## src/rtl/mhfs_pkg.sv

```systemverilog
// Package: shared widths and bit positions of the message handler
// fault status word. Positions are fixed because host software decodes them.
package mhfs_pkg;
    localparam int IDX_W     = 7;
    localparam int WORD_W    = 32;
    localparam int UPD_LSB   = 24;
    localparam int TX_LSB    = 16;
    localparam int FMB_LSB   = 8;
    localparam int BIT_BUSY  = 7;
    localparam int BIT_MULTI = 6;
    localparam int BIT_DET   = 5;
    localparam int BIT_TBB   = 4;
    localparam int BIT_TBA   = 3;
    localparam int BIT_PRD   = 2;
    localparam int BIT_OBF   = 1;
    localparam int BIT_IBF   = 0;
    localparam int NUM_PATH  = 5;
endpackage

```

## src/rtl/mhfs_index_reg.sv

```systemverilog
// Module: mhfs_index_reg
// Holds one buffer index. A load pulse captures a new value. A zero pulse
// returns it to 0, and a load in the same cycle takes priority.
// Assumes load and zero are single-cycle strobes synchronous to clk.
module mhfs_index_reg #(
    parameter int W = 7
) (
    input  logic         clk,
    input  logic         rst_n,
    input  logic         load,
    input  logic [W-1:0] load_val,
    input  logic         zero,
    output logic [W-1:0] q
);
    // Purpose: capture or clear the index, load first.
    always_ff @(posedge clk) begin
        if (!rst_n)    q <= '0;
        else if (load) q <= load_val;
        else if (zero) q <= '0;
    end

    AST_IDX_ZERO: assert property (@(posedge clk) disable iff (!rst_n)
        (zero && !load) |=> (q == '0));
    AST_IDX_LOAD: assert property (@(posedge clk) disable iff (!rst_n)
        load |=> (q == $past(load_val)));
endmodule

```

## src/rtl/mhfs_fault_capture.sv

```systemverilog
// Module: mhfs_fault_capture
// Captures the first faulty buffer index and a detect flag. Later faults
// while detect is set raise the multi flag and leave the index locked.
// Host clears (write-1) lose to a same-cycle fault event.
// Assumes fault_valid is a one-cycle event strobe.
module mhfs_fault_capture #(
    parameter int W = 7
) (
    input  logic         clk,
    input  logic         rst_n,
    input  logic         fault_valid,
    input  logic [W-1:0] fault_idx,
    input  logic         clr_detect,
    input  logic         clr_multi,
    output logic [W-1:0] idx_q,
    output logic         detect_q,
    output logic         multi_q
);
    logic first_hit;
    logic repeat_hit;

    // Purpose: split a fault event by whether the index is already locked.
    always_comb begin
        first_hit  = fault_valid && !detect_q;
        repeat_hit = fault_valid &&  detect_q;
    end

    // Purpose: load the index only on the first fault.
    always_ff @(posedge clk) begin
        if (!rst_n)         idx_q <= '0;
        else if (first_hit) idx_q <= fault_idx;
    end

    // Purpose: detect flag, set by any fault, cleared by host write-1.
    always_ff @(posedge clk) begin
        if (!rst_n)           detect_q <= 1'b0;
        else if (fault_valid) detect_q <= 1'b1;
        else if (clr_detect)  detect_q <= 1'b0;
    end

    // Purpose: multi flag, set by a fault while locked.
    always_ff @(posedge clk) begin
        if (!rst_n)          multi_q <= 1'b0;
        else if (repeat_hit) multi_q <= 1'b1;
        else if (clr_multi)  multi_q <= 1'b0;
    end

    AST_FMB_FROZEN: assert property (@(posedge clk) disable iff (!rst_n)
        detect_q |=> $stable(idx_q));
    AST_FMB_LOAD: assert property (@(posedge clk) disable iff (!rst_n)
        (fault_valid && !detect_q) |=> (detect_q && idx_q == $past(fault_idx)));
    AST_MULTI_SET: assert property (@(posedge clk) disable iff (!rst_n)
        (fault_valid && detect_q) |=> multi_q);
    AST_DET_WINS: assert property (@(posedge clk) disable iff (!rst_n)
        (fault_valid && clr_detect) |=> detect_q);
endmodule

```

## src/rtl/mhfs_flag_bank.sv

```systemverilog
// Module: mhfs_flag_bank
// A row of sticky error flags. Each is set by its event and cleared by a
// host write-1 when its bit in CLR_MASK is 1. The event wins a collision.
// Assumes ev and clr are one-cycle strobes.
module mhfs_flag_bank #(
    parameter int          N        = 5,
    parameter logic [N-1:0] CLR_MASK = '1
) (
    input  logic         clk,
    input  logic         rst_n,
    input  logic [N-1:0] ev,
    input  logic [N-1:0] clr,
    output logic [N-1:0] flags
);
    for (genvar i = 0; i < N; i++) begin : g_flag
        if (CLR_MASK[i]) begin : g_clearable
            // Purpose: sticky flag with host write-1 clear.
            always_ff @(posedge clk) begin
                if (!rst_n)      flags[i] <= 1'b0;
                else if (ev[i])  flags[i] <= 1'b1;
                else if (clr[i]) flags[i] <= 1'b0;
            end
        end else begin : g_readonly
            // Purpose: sticky flag that only reset clears.
            always_ff @(posedge clk) begin
                if (!rst_n)     flags[i] <= 1'b0;
                else if (ev[i]) flags[i] <= 1'b1;
            end
            AST_RO_STICKY: assert property (@(posedge clk) disable iff (!rst_n)
                flags[i] |=> flags[i]);
        end
        AST_EVENT_WINS: assert property (@(posedge clk) disable iff (!rst_n)
            ev[i] |=> flags[i]);
        AST_QUIET_HOLD: assert property (@(posedge clk) disable iff (!rst_n)
            (!ev[i] && !clr[i]) |=> $stable(flags[i]));
    end
endmodule

```

## src/rtl/mh_fault_status.sv

```systemverilog
// Module: mh_fault_status
// Top of the message handler fault status register. Composes three buffer
// indices, the fault capture, the sticky path flags and the clear-RAMs busy
// bit into one 32-bit word read combinationally by the host.
// Assumes all event inputs are synchronous one-cycle strobes.
module mh_fault_status
    import mhfs_pkg::*;
#(
    parameter int IW = IDX_W
) (
    input  logic          clk,
    input  logic          rst_n,
    input  logic          host_we,
    input  logic [3:0]    host_be,
    input  logic [31:0]   host_wdata,
    output logic [31:0]   host_rdata,
    input  logic          upd_valid,
    input  logic [IW-1:0] upd_idx,
    input  logic          tx_valid,
    input  logic [IW-1:0] tx_idx,
    input  logic          fault_valid,
    input  logic [IW-1:0] fault_idx,
    input  logic          cfg_exit,
    input  logic          startup_enter,
    input  logic          tbufb_err,
    input  logic          tbufa_err,
    input  logic          pread_err,
    input  logic          obuf_err,
    input  logic          ibuf_err,
    input  logic          clr_ram_start,
    input  logic          clr_ram_done
);
    localparam logic [NUM_PATH-1:0] PATH_CLR_MASK = 5'b11101;

    logic [7:0]          w1c;
    logic                state_zero;
    logic [IW-1:0]       upd_q, tx_q, fmb_q;
    logic                det_q, multi_q, busy_q;
    logic [NUM_PATH-1:0] path_ev, path_clr, path_q;
    logic                unused_wdata;

    // Purpose: decode the write-1-clear mask from byte lane 0.
    always_comb begin
        w1c        = (host_we && host_be[0]) ? host_wdata[7:0] : 8'h00;
        state_zero = cfg_exit || startup_enter;
    end
    assign unused_wdata = ^{host_wdata[31:8], host_be[3:1]};

    mhfs_index_reg #(.W(IW)) u_upd (
        .clk(clk), .rst_n(rst_n), .load(upd_valid), .load_val(upd_idx),
        .zero(state_zero), .q(upd_q));

    mhfs_index_reg #(.W(IW)) u_tx (
        .clk(clk), .rst_n(rst_n), .load(tx_valid), .load_val(tx_idx),
        .zero(state_zero), .q(tx_q));

    mhfs_fault_capture #(.W(IW)) u_fault (
        .clk(clk), .rst_n(rst_n), .fault_valid(fault_valid),
        .fault_idx(fault_idx), .clr_detect(w1c[BIT_DET]),
        .clr_multi(w1c[BIT_MULTI]), .idx_q(fmb_q), .detect_q(det_q),
        .multi_q(multi_q));

    // Purpose: order path events and clears to match bits 4:0.
    always_comb begin
        path_ev  = {tbufb_err, tbufa_err, pread_err, obuf_err, ibuf_err};
        path_clr = w1c[NUM_PATH-1:0];
    end

    mhfs_flag_bank #(.N(NUM_PATH), .CLR_MASK(PATH_CLR_MASK)) u_paths (
        .clk(clk), .rst_n(rst_n), .ev(path_ev), .clr(path_clr), .flags(path_q));

    // Purpose: clear-RAMs busy bit, set by reset and start, cleared by done.
    always_ff @(posedge clk) begin
        if (!rst_n)             busy_q <= 1'b1;
        else if (clr_ram_start) busy_q <= 1'b1;
        else if (clr_ram_done)  busy_q <= 1'b0;
    end

    // Purpose: compose the read word with zero reserved bits.
    always_comb begin
        host_rdata = '0;
        host_rdata[UPD_LSB +: IW] = upd_q;
        host_rdata[TX_LSB  +: IW] = tx_q;
        host_rdata[FMB_LSB +: IW] = fmb_q;
        host_rdata[BIT_BUSY]      = busy_q;
        host_rdata[BIT_MULTI]     = multi_q;
        host_rdata[BIT_DET]       = det_q;
        host_rdata[NUM_PATH-1:0]  = path_q;
    end

    AST_BUSY_START: assert property (@(posedge clk) disable iff (!rst_n)
        clr_ram_start |=> host_rdata[BIT_BUSY]);
    AST_BUSY_DONE: assert property (@(posedge clk) disable iff (!rst_n)
        (clr_ram_done && !clr_ram_start) |=> !host_rdata[BIT_BUSY]);
    AST_HOST_NO_IDX: assert property (@(posedge clk) disable iff (!rst_n)
        (host_we && !upd_valid && !tx_valid && !fault_valid && !state_zero)
        |=> $stable(host_rdata[30:8]));

    // Purpose: reserved bits stay zero.
    always_comb begin
        if (rst_n) begin
            AST_RSVD_ZERO: assert ({host_rdata[31], host_rdata[23], host_rdata[15]} == 3'b000);
        end
    end
endmodule

```

## config.mk

```make
export PLATFORM = sky130hd
export DESIGN_NAME = mh_fault_status
export DESIGN_NICKNAME = d
export VERILOG_FILES = /design/src/rtl/mhfs_pkg.sv /design/src/rtl/mhfs_index_reg.sv /design/src/rtl/mhfs_fault_capture.sv /design/src/rtl/mhfs_flag_bank.sv /design/src/rtl/mh_fault_status.sv
export SDC_FILE = /design/constraint.sdc
export NUM_CORES = 1
export LEC_CHECK = 0
export BUFFER_PORTS_ARGS = -buffer_cell sky130_fd_sc_hd__buf_2
export CAP_MARGIN = 15
export CORE_MARGIN = 5
export CORE_UTILIZATION = 39
export DETAILED_ROUTE_END_ITERATION = 10
export GPL_ROUTABILITY_DRIVEN = 0
export HOLD_SLACK_MARGIN = 0.06
export PLACE_DENSITY = 0.8
export SLEW_MARGIN = 20
export SYNTH_ARGS = -nofsm -noshare
export SYNTH_HDL_FRONTEND = slang
export SYNTH_HIERARCHICAL = 1
export SYNTH_SLANG_ARGS = --single-unit
```

## constraint.sdc

```tcl
create_clock -name clk -period 0.9 [get_ports clk]
set_input_delay 0.18 -clock clk [delete_from_list [all_inputs] [get_ports clk]]
set_output_delay 0.18 -clock clk [all_outputs]
set_load 0.005 [all_outputs]
```

==> flow_metrics.env <==
export IMPL_place_area_um2=1640
export IMPL_antenna_found_initial=0
export IMPL_cts_tree="yes"
export IMPL_pin_count=104
export IMPL_fp_coreArea_um2=3280
export IMPL_drc=0
export IMPL_vias_per_cell=4.39
export IMPL_drive_gt1_share_pct=62.5
export IMPL_layout_nets=288
export IMPL_path_buf_inv=1
export IMPL_drt_iter0_markers=13
export IMPL_place_port_buffers=71
export IMPL_finalCriticalPeriod_ps=976
export IMPL_cp_arrival_ps=800
export IMPL_crit_family="flip-flops"
export IMPL_synth_warnings=6
export IMPL_cap_violations=0
export IMPL_drt_pass1_iterations=4
export IMPL_powerDensity_nw_per_um2=1380
export IMPL_grt_pass1_vias=1078
export IMPL_row_count=21
export IMPL_synth_cell_area_um2=1310
export IMPL_crit_path_top_delay_cell="dfxtp_4"
export IMPL_avgSynthCellArea_um2=9.91
export IMPL_crit_chain="buf_6"
export IMPL_initial_utilization_pct=39.8
export IMPL_fmax_mhz=1020
export IMPL_num_antenna_cells=0
export IMPL_endpoint_kind="output pin"
export IMPL_cp_start_kind="register"
export IMPL_cpPeakStageDelay_ps=370
export IMPL_worst_slack_ps=-76.0
export IMPL_required_ps=720
export IMPL_insertion_delay_ps=310
export IMPL_clock_skew_ps=3.96
export IMPL_final_area_um2=1960
export IMPL_grt_usage_pct=13.3
export IMPL_reg2reg_depth=2
export IMPL_cp_depth=1
export IMPL_ctsHtreeMaxLevel=2
export IMPL_rsz0062_at_grt="yes"
export IMPL_hold_path_cell_count=3
export IMPL_die_h_um=67.9
export IMPL_grt_max_degree=21
export IMPL_post_route_period_util_pct=108
export IMPL_path_clk_slew_ps=90
export IMPL_peakVddDrop_v=0.000882
export IMPL_leakage_nw=0.945
export IMPL_areaGrowthSynthToFinish_pct=50.0
export IMPL_dp_hpwl_mm=2.14
export IMPL_layout_commonest_cell="buf_2"
export IMPL_vias=1151
export IMPL_pre_cts_slack_ps=-22.0
export IMPL_ant_nets=0
export IMPL_final_core_util_pct=59.7
export IMPL_clk_root_buffer_cell="clkbuf_4"
export IMPL_setup_viol=36
export IMPL_overflow=0
export IMPL_synthCells=132
export IMPL_die_area_um2=4610
export IMPL_worstSetupPathType="register to output pin"
export IMPL_cts_buffers=5
export IMPL_cp_max_fo=4
export IMPL_report_final_slew_viol_count=0
export IMPL_grt_pass1_wl_mm=4.62
export IMPL_die_w_um=67.9
export IMPL_clock_path_buffers=2
export IMPL_wire_per_inst_um=12.3
export IMPL_failed_checks="negative setup slack"
export IMPL_final_cell_mix="55 x buf_2, 28 x dfxtp_2, 16 x buf_6"
export IMPL_outcome="complete, but fails checks"
export IMPL_drt_wl_total_mm=3.22
export IMPL_min_path_type="primary input to register"
export IMPL_hold_viol=0
export IMPL_cts_sinks=29
-- cell type report --
cell class	count	area, um^2
Multi-Input combinational cell	92	622
Sequential cell	29	619
Fill cell	296	1320
Clock buffer	7	55.1
Tap cell	46	57.6
Timing Repair Buffer	88	608
-- state kept, by name (all words and copies together) (netlist names) --
signal	flops
u_fault/detect_q	1
busy_q	1
u_fault/multi_q	1
u_tx/q	7
u_paths/flags	5
u_fault/idx_q	7
u_upd/q	7
-- power breakdown --
part,switching [mW],internal (mW)
logic,0.187,0.312
registers,0.0471,1.37
clock network,0.420,0.368
-- metrics by stage --
step	total power [mW]	setup TNS (ps)	instances	hold slack, ps
finish	2.70	-1080	262	87.8
global route	2.84	-2570	262	84.7
CTS	2.67	-1630	259	66.4
detailed placement	1.83	-138	240	369
global placement	1.82	-20.2	240	368
floorplan	1.67	0	134	263
-- final timing paths --
kind	startpoint	endpoint	slack, ps
worst min-delay path	upd_idx[6]	u_upd/q[6]	90
worst max register to register	u_fault/detect_q	u_fault/idx_q[1]	-20
worst min register to register	u_fault/idx_q[2]	u_fault/idx_q[2]	460
worst max-delay path	u_fault/detect_q	host_rdata[5]	-80
-- timing repair --
item                                    4_1_cts  5_1_grt
hold buffers                                  5        0
hold endpoints to repair                      5        0
gates resized for setup                      33       13
endpoints found under the setup margin       36       36
buffers inserted                              7        3
pin swaps                                     0        0
-- tightest hold or removal path: cells and delay by family --
kind / cells / cell delay (ps)
AOI/OAI and AO/OA: 1 / 60
buffers and inverters: 1 / 70
and+or+nand+nor: 1 / 60
-- layer usage --
metal  share of wire (%)  up-vias  track usage [%]
met4                 1.0        0             6.70
met1                  38      511             13.9
met2                  54       40             24.7
li1                    -      598                -
met5                   0        -                0
met3                 7.1        2             3.28
Note: power is estimated with default switching activity, not from simulation.
